--- src/rtl/intc_pkg.sv ---
package intc_pkg;
   localparam int WORD_W      = 32;
   localparam int IDX_W       = 8;
   localparam int IDX_ID      = 8'h00;
   localparam int IDX_VER     = 8'h01;
   localparam int IDX_ARB     = 8'h02;
   localparam int REDIR_BASE  = 8'h10;
   localparam int ID_LSB      = 24;
   localparam int ID_W        = 4;
   localparam int DST_LSB     = 24;
   localparam int DST_W       = 8;
   // low-word bit positions
   localparam int B_DSTM      = 11;
   localparam int B_DSTAT     = 12;
   localparam int B_POL       = 13;
   localparam int B_RIRR      = 14;
   localparam int B_TRIG      = 15;
   localparam int B_MASK      = 16;

   typedef struct packed {
      logic       mask;
      logic       trig;
      logic       pol;
      logic       dstm;
      logic [2:0] dmode;
      logic [7:0] vec;
   } lo_fields_t;
endpackage

--- src/rtl/intc_id_arb.sv ---
module intc_id_arb
   import intc_pkg::*;
#(
   parameter int FIELD_LSB = ID_LSB,
   parameter int FIELD_W   = ID_W
) (
   input  logic               clk,
   input  logic               rst_n,
   input  logic               id_we,
   input  logic [WORD_W-1:0]  wdata,
   output logic [FIELD_W-1:0] id_o,
   output logic [FIELD_W-1:0] arb_o
);
   generate
      if (FIELD_LSB + FIELD_W > WORD_W) begin : g_bad_field
         $error("id field exceeds word");
      end
   endgenerate

   always_ff @(posedge clk) begin
      if (!rst_n) begin
         id_o  <= '0;
         arb_o <= '0;
      end else if (id_we) begin
         id_o  <= wdata[FIELD_LSB +: FIELD_W];
         arb_o <= wdata[FIELD_LSB +: FIELD_W];
      end
   end
endmodule

--- src/rtl/intc_redir_slot.sv ---
module intc_redir_slot
   import intc_pkg::*;
(
   input  logic              clk,
   input  logic              rst_n,
   input  logic              we_lo,
   input  logic              we_hi,
   input  logic [WORD_W-1:0] wdata,
   input  logic              rirr_i,
   input  logic              dstat_i,
   output logic [WORD_W-1:0] lo_word,
   output logic [WORD_W-1:0] hi_word,
   output lo_fields_t        fields_o,
   output logic [DST_W-1:0]  dst_o
);
   lo_fields_t lo_q;
   logic [DST_W-1:0] dst_q;

   always_ff @(posedge clk) begin
      if (!rst_n) begin
         lo_q      <= '0;
         lo_q.mask <= 1'b1;
      end else if (we_lo) begin
         lo_q.vec   <= wdata[7:0];
         lo_q.dmode <= wdata[10:8];
         lo_q.dstm  <= wdata[B_DSTM];
         lo_q.pol   <= wdata[B_POL];
         lo_q.trig  <= wdata[B_TRIG];
         lo_q.mask  <= wdata[B_MASK];
      end
   end

   always_ff @(posedge clk) begin
      if (!rst_n)     dst_q <= '0;
      else if (we_hi) dst_q <= wdata[DST_LSB +: DST_W];
   end

   always_comb begin
      lo_word          = '0;
      lo_word[7:0]     = lo_q.vec;
      lo_word[10:8]    = lo_q.dmode;
      lo_word[B_DSTM]  = lo_q.dstm;
      lo_word[B_DSTAT] = dstat_i;
      lo_word[B_POL]   = lo_q.pol;
      lo_word[B_RIRR]  = rirr_i;
      lo_word[B_TRIG]  = lo_q.trig;
      lo_word[B_MASK]  = lo_q.mask;
      hi_word          = '0;
      hi_word[DST_LSB +: DST_W] = dst_q;
   end

   assign fields_o = lo_q;
   assign dst_o    = dst_q;
endmodule

--- src/rtl/intc_ind_regs.sv ---
module intc_ind_regs
   import intc_pkg::*;
#(
   parameter int         NUM_LINES = 24,
   parameter logic [7:0] VER_CODE  = 8'h11
) (
   input  logic                   clk,
   input  logic                   rst_n,
   input  logic                   idx_we,
   input  logic                   dat_we,
   input  logic                   rd_en,
   input  logic [WORD_W-1:0]      wdata,
   output logic [WORD_W-1:0]      rdata,
   input  logic [NUM_LINES-1:0]   remote_irr_i,
   input  logic [NUM_LINES-1:0]   dlv_stat_i,
   output logic [8*NUM_LINES-1:0] vec_o,
   output logic [3*NUM_LINES-1:0] dlv_mode_o,
   output logic [NUM_LINES-1:0]   dst_mode_o,
   output logic [8*NUM_LINES-1:0] dst_o,
   output logic [NUM_LINES-1:0]   trig_o,
   output logic [NUM_LINES-1:0]   mask_o
);
   localparam int REDIR_END = REDIR_BASE + 2 * NUM_LINES;
   localparam logic [WORD_W-1:0] VERSION_WORD =
      {8'h00, 8'(NUM_LINES - 1), 8'h00, VER_CODE};

   generate
      if (NUM_LINES < 1 || REDIR_END > (1 << IDX_W)) begin : g_bad_lines
         $error("NUM_LINES out of range for index width");
      end
   endgenerate

   logic [IDX_W-1:0]    idx_q;
   logic [ID_W-1:0]     id_val, arb_val;
   logic [WORD_W-1:0]   lo_w [NUM_LINES];
   logic [WORD_W-1:0]   hi_w [NUM_LINES];
   logic [WORD_W-1:0]   win;

   always_ff @(posedge clk) begin
      if (!rst_n)      idx_q <= '0;
      else if (idx_we) idx_q <= wdata[IDX_W-1:0];
   end

   intc_id_arb #(.FIELD_LSB(ID_LSB), .FIELD_W(ID_W)) u_id (
      .clk   (clk),
      .rst_n (rst_n),
      .id_we (dat_we && idx_q == IDX_W'(IDX_ID)),
      .wdata (wdata),
      .id_o  (id_val),
      .arb_o (arb_val)
   );

   for (genvar g = 0; g < NUM_LINES; g++) begin : g_line
      lo_fields_t f;
      intc_redir_slot u_slot (
         .clk      (clk),
         .rst_n    (rst_n),
         .we_lo    (dat_we && idx_q == IDX_W'(REDIR_BASE + 2*g)),
         .we_hi    (dat_we && idx_q == IDX_W'(REDIR_BASE + 2*g + 1)),
         .wdata    (wdata),
         .rirr_i   (remote_irr_i[g]),
         .dstat_i  (dlv_stat_i[g]),
         .lo_word  (lo_w[g]),
         .hi_word  (hi_w[g]),
         .fields_o (f),
         .dst_o    (dst_o[8*g +: 8])
      );
      assign vec_o[8*g +: 8]      = f.vec;
      assign dlv_mode_o[3*g +: 3] = f.dmode;
      assign dst_mode_o[g]        = f.dstm;
      assign trig_o[g]            = f.trig;
      assign mask_o[g]            = f.mask;
   end

   always_comb begin
      win = '0;
      if (idx_q == IDX_W'(IDX_ID))
         win[ID_LSB +: ID_W] = id_val;
      else if (idx_q == IDX_W'(IDX_VER))
         win = VERSION_WORD;
      else if (idx_q == IDX_W'(IDX_ARB))
         win[ID_LSB +: ID_W] = arb_val;
      else begin
         for (int n = 0; n < NUM_LINES; n++) begin
            if (idx_q == IDX_W'(REDIR_BASE + 2*n))     win = lo_w[n];
            if (idx_q == IDX_W'(REDIR_BASE + 2*n + 1)) win = hi_w[n];
         end
      end
   end

   always_ff @(posedge clk) begin
      if (!rst_n)     rdata <= '0;
      else if (rd_en) rdata <= win;
   end
endmodule

--- config.mk ---
export PLATFORM = sky130hd
export DESIGN_NAME = intc_ind_regs
export DESIGN_NICKNAME = d
export VERILOG_FILES = /design/src/rtl/intc_pkg.sv /design/src/rtl/intc_id_arb.sv /design/src/rtl/intc_redir_slot.sv /design/src/rtl/intc_ind_regs.sv
export SDC_FILE = /design/constraint.sdc
export NUM_CORES = 2
export LEC_CHECK = 0
export ABC_CLOCK_PERIOD_IN_PS = 3000
export BUFFER_PORTS_ARGS = -buffer_cell sky130_fd_sc_hd__clkbuf_2
export CORE_AREA = 2 2 254 256
export DETAILED_ROUTE_END_ITERATION = 16
export DIE_AREA = 0 0 256 258
export PLACE_DENSITY = 0.71
export SLEW_MARGIN = 20
export SYNTH_ARGS = -nofsm -noshare
export SYNTH_HDL_FRONTEND = slang
export SYNTH_SLANG_ARGS = --single-unit
--- constraint.sdc ---
create_clock -name clk -period 3 [get_ports clk]
set_input_delay 0.15 -clock clk [delete_from_list [all_inputs] [get_ports clk]]
set_output_delay 0.15 -clock clk [all_outputs]
set_load 0.02 [all_outputs]
==> qor.yml <==
outcome: "finished, final reports clean"
ant_nets: 0
maxCapViolCount: 0
synth_top_area_cell: "dfxtp_1"
yosys.cell_count.top_type: "nand2_1"
finalCriticalPeriod_ns: 2.834
skew_ns: 0.02333
yosys_warnings: 0
post_cts_resized: 0
cts-root-buf: "clkbuf_16"
rr_endpoint: "g_line[6].u_slot.fields_o[12]"
firstDrtPassIters: 6
final_layout_size_suffix_gt1_frac: 0.2430
crit_arrival_ns: 3.30
detail_route.vias_per_cell: 5.955
design.die.area_sq_um: 66050
p_leak_nw: 12.19
start_util: 0.4681
synthTopCellsByArea: "dfxtp_1, nand2_1, a21boi_0"
cts_num_sinks: 590
synth_top_area_frac: 0.3964
power_density_nw_per_um2: 517.9
wl_met2_mm: 59.61
drt_iter0_drc: 3114
holdBufCountCts: 0
io_buffer_count: 631
crit_required_ns: 3.47
vias: 28346
dp.final_hpwl_mm: 90.01
cp-end-kind: "register"
wl_met3_mm: 12.50
cts_tree: "done"
worst_setup_path_start_kind: "register"
die_width_um: 256
min_path_type: "input port to register"
hold_viol_final: 0
slew_violations: 0
hold-path-endpoint: "g_line[4].u_slot.fields_o[14]"
post_cts_buffers: 0
synthArstFlopShare: 0
critPathKind: "register to register"
hp-start: "rst_n"
top_layer_used: "met5"
max_freq_ghz: 0.3528
synth.distinct_cells: 72
numCtsBuffers: 68
slew_headroom: 0.4092
tns_ns: 0
synth-seq-area-share: 0.3964
grt_antenna_before_repair: 4
worstReg2RegStart: "idx_q[2]"
irDropWorstVdd_v: 0.0003799
wl_mm: 126.1
worst-r2r-setup-slack_ns: 0.17
grt_use_total: 0.3651
rows: 93
netlist_instances: 3678
synth-edff-count: 0
die_h_um: 258
rsz0062_at_grt: "false"
tightest_slew_ns: 0.8862
wire_per_inst_um: 26.49
syn_to_final_growth_pct: 12.20
core_sq_um: 63650
grt_pass1_wl_mm: 180.5
fin_crit_sh: 0.9448
synthFlopType: "dfxtp_1"
cts.clk_slew.worst_paths_ns: 0.06
hold-path-cell-count: 2
grt_max_degree: 164
met1_length_mm: 45.95
grt_overflow: 0
finalSetupViolCount: 0
place_congestion: 0.9495
io_pins: 645
syn_area_sq_um: 29790
final_nets: 3938
fin_util: 0.5252
clockBufferDepth: 3
ff2ff_path_depth: 5
drc: 0
ys_ff_latch: 590
clkLatencyLatePin_ns: 0.62
grt_pass1_vias: 26192
netlist_top_cells_count: "nand2_1, dfxtp_1, a21boi_0"
syn_avg_cell_area_sq_um: 8.101
h-tree-depth: 3
cp_max_fo: 23
[metrics by stage]
step	std cells	worst slack, ns	total power [mW]	hold WS (ns)	area [sq um]
after CTS	4756	0.2778	17.35	0.008638	33420
after global routing	4759	0.07239	17.73	0.03626	33430
final	4760	0.1657	17.31	0.02004	33430
after floorplan	3681	1.019	8.791	0.2740	29810
after detailed placement	4638	0.3453	9.237	0.4368	31250
after global placement	4638	0.3744	9.234	0.4371	31250
[cell families after synthesis]
kind of cell	count (synthesis)	synth area share
and+or+nand+nor	1417	0.2008
DFF	590	0.3964
buffers and inverters	661	0.1358
other	1	0.0001259
muxes	100	0.04002
AOI/OAI and AO/OA	909	0.2268
[flip-flops by register name (all words and copies together) (netlist names)]
signal	count
g_line.u_slot.fields_o	360
g_line.u_slot.dst_o	192
rdata	26
idx_q	8
u_id.arb_o	4
[placed cells by master, fill, tap and decap left out, types with 10 or more instances in the layout]
cell type  Yosys  final
nand2_1     1000   1000
clkbuf_2       0    630
dfxtp_1      590    587
a21boi_0     470    470
nand3_1      229    229
buf_4        371    117
a22oi_1       93     93
mux2i_1       73     73
nor2_1        71     70
a21oi_1       70     70
clkbuf_16      0     70
a21boi_1      63     63
a22o_1        47     47
nor2_2        25     25
a221oi_1      24     24
o221ai_1      24     24
a31oi_1       24     24
o21ai_0       22     22
nor3_1        18     18
nor2b_1       20     17
clkbuf_1     172     16
clkbuf_8       0     16
mux4_2        14     14
buf_12         0     13
mux2_2        12     12
a222oi_1      11     11
a211oi_1      10     10
[layout make-up]
class | instances | area (sq um)
fill | 6148 | 30220
multi-input combinational | 2430 | 14040
sequential | 590 | 11820
timing repair buffer | 761 | 4307
clock buffer | 102 | 2032
tap | 855 | 1070
clock inverter | 16 | 142.6
antenna | 4 | 10.01
inverter | 2 | 7.507
[worst max-delay path by stage]
stage / start / slack, ns / depth (start not counted) / end
final: idx_q[2] / 0.17 / 5 / g_line[6].u_slot.fields_o[12]
after global routing: idx_q[2] / 0.07 / 5 / g_line[6].u_slot.fields_o[12]
after CTS: idx_q[2] / 0.28 / 5 / g_line[6].u_slot.fields_o[12]
after detailed placement: idx_q[2] / 0.35 / 5 / g_line[6].u_slot.fields_o[1]
after global placement: idx_q[2] / 0.37 / 5 / g_line[6].u_slot.fields_o[14]
after floorplan: idx_q[3] / 1.02 / 7 / rdata[2]
[worst max-delay path: stages, from the launching register on]
cell and delay [ns]:
dfxtp_4 0.63, nand2_1 0.34, nor2_2 0.62, nand2_1 0.70
nand2_1 0.27, a21boi_0 0.12
[layer usage]
metal	track usage	vias up
met5	0	-
met4	0.2149	2
met3	0.08618	347
met2	0.6093	1759
met1	0.4293	13632
li1	-	12606
[power by group]
group / internal, mW / switching (mW) / total (mW)
registers: 7.86 / 0.0573 / 7.92
clock network: 4.78 / 3.44 / 8.22
logic: 0.358 / 0.820 / 1.18
total: 13.0 / 4.32 / 17.3
Power figures use the tool's default switching activity.
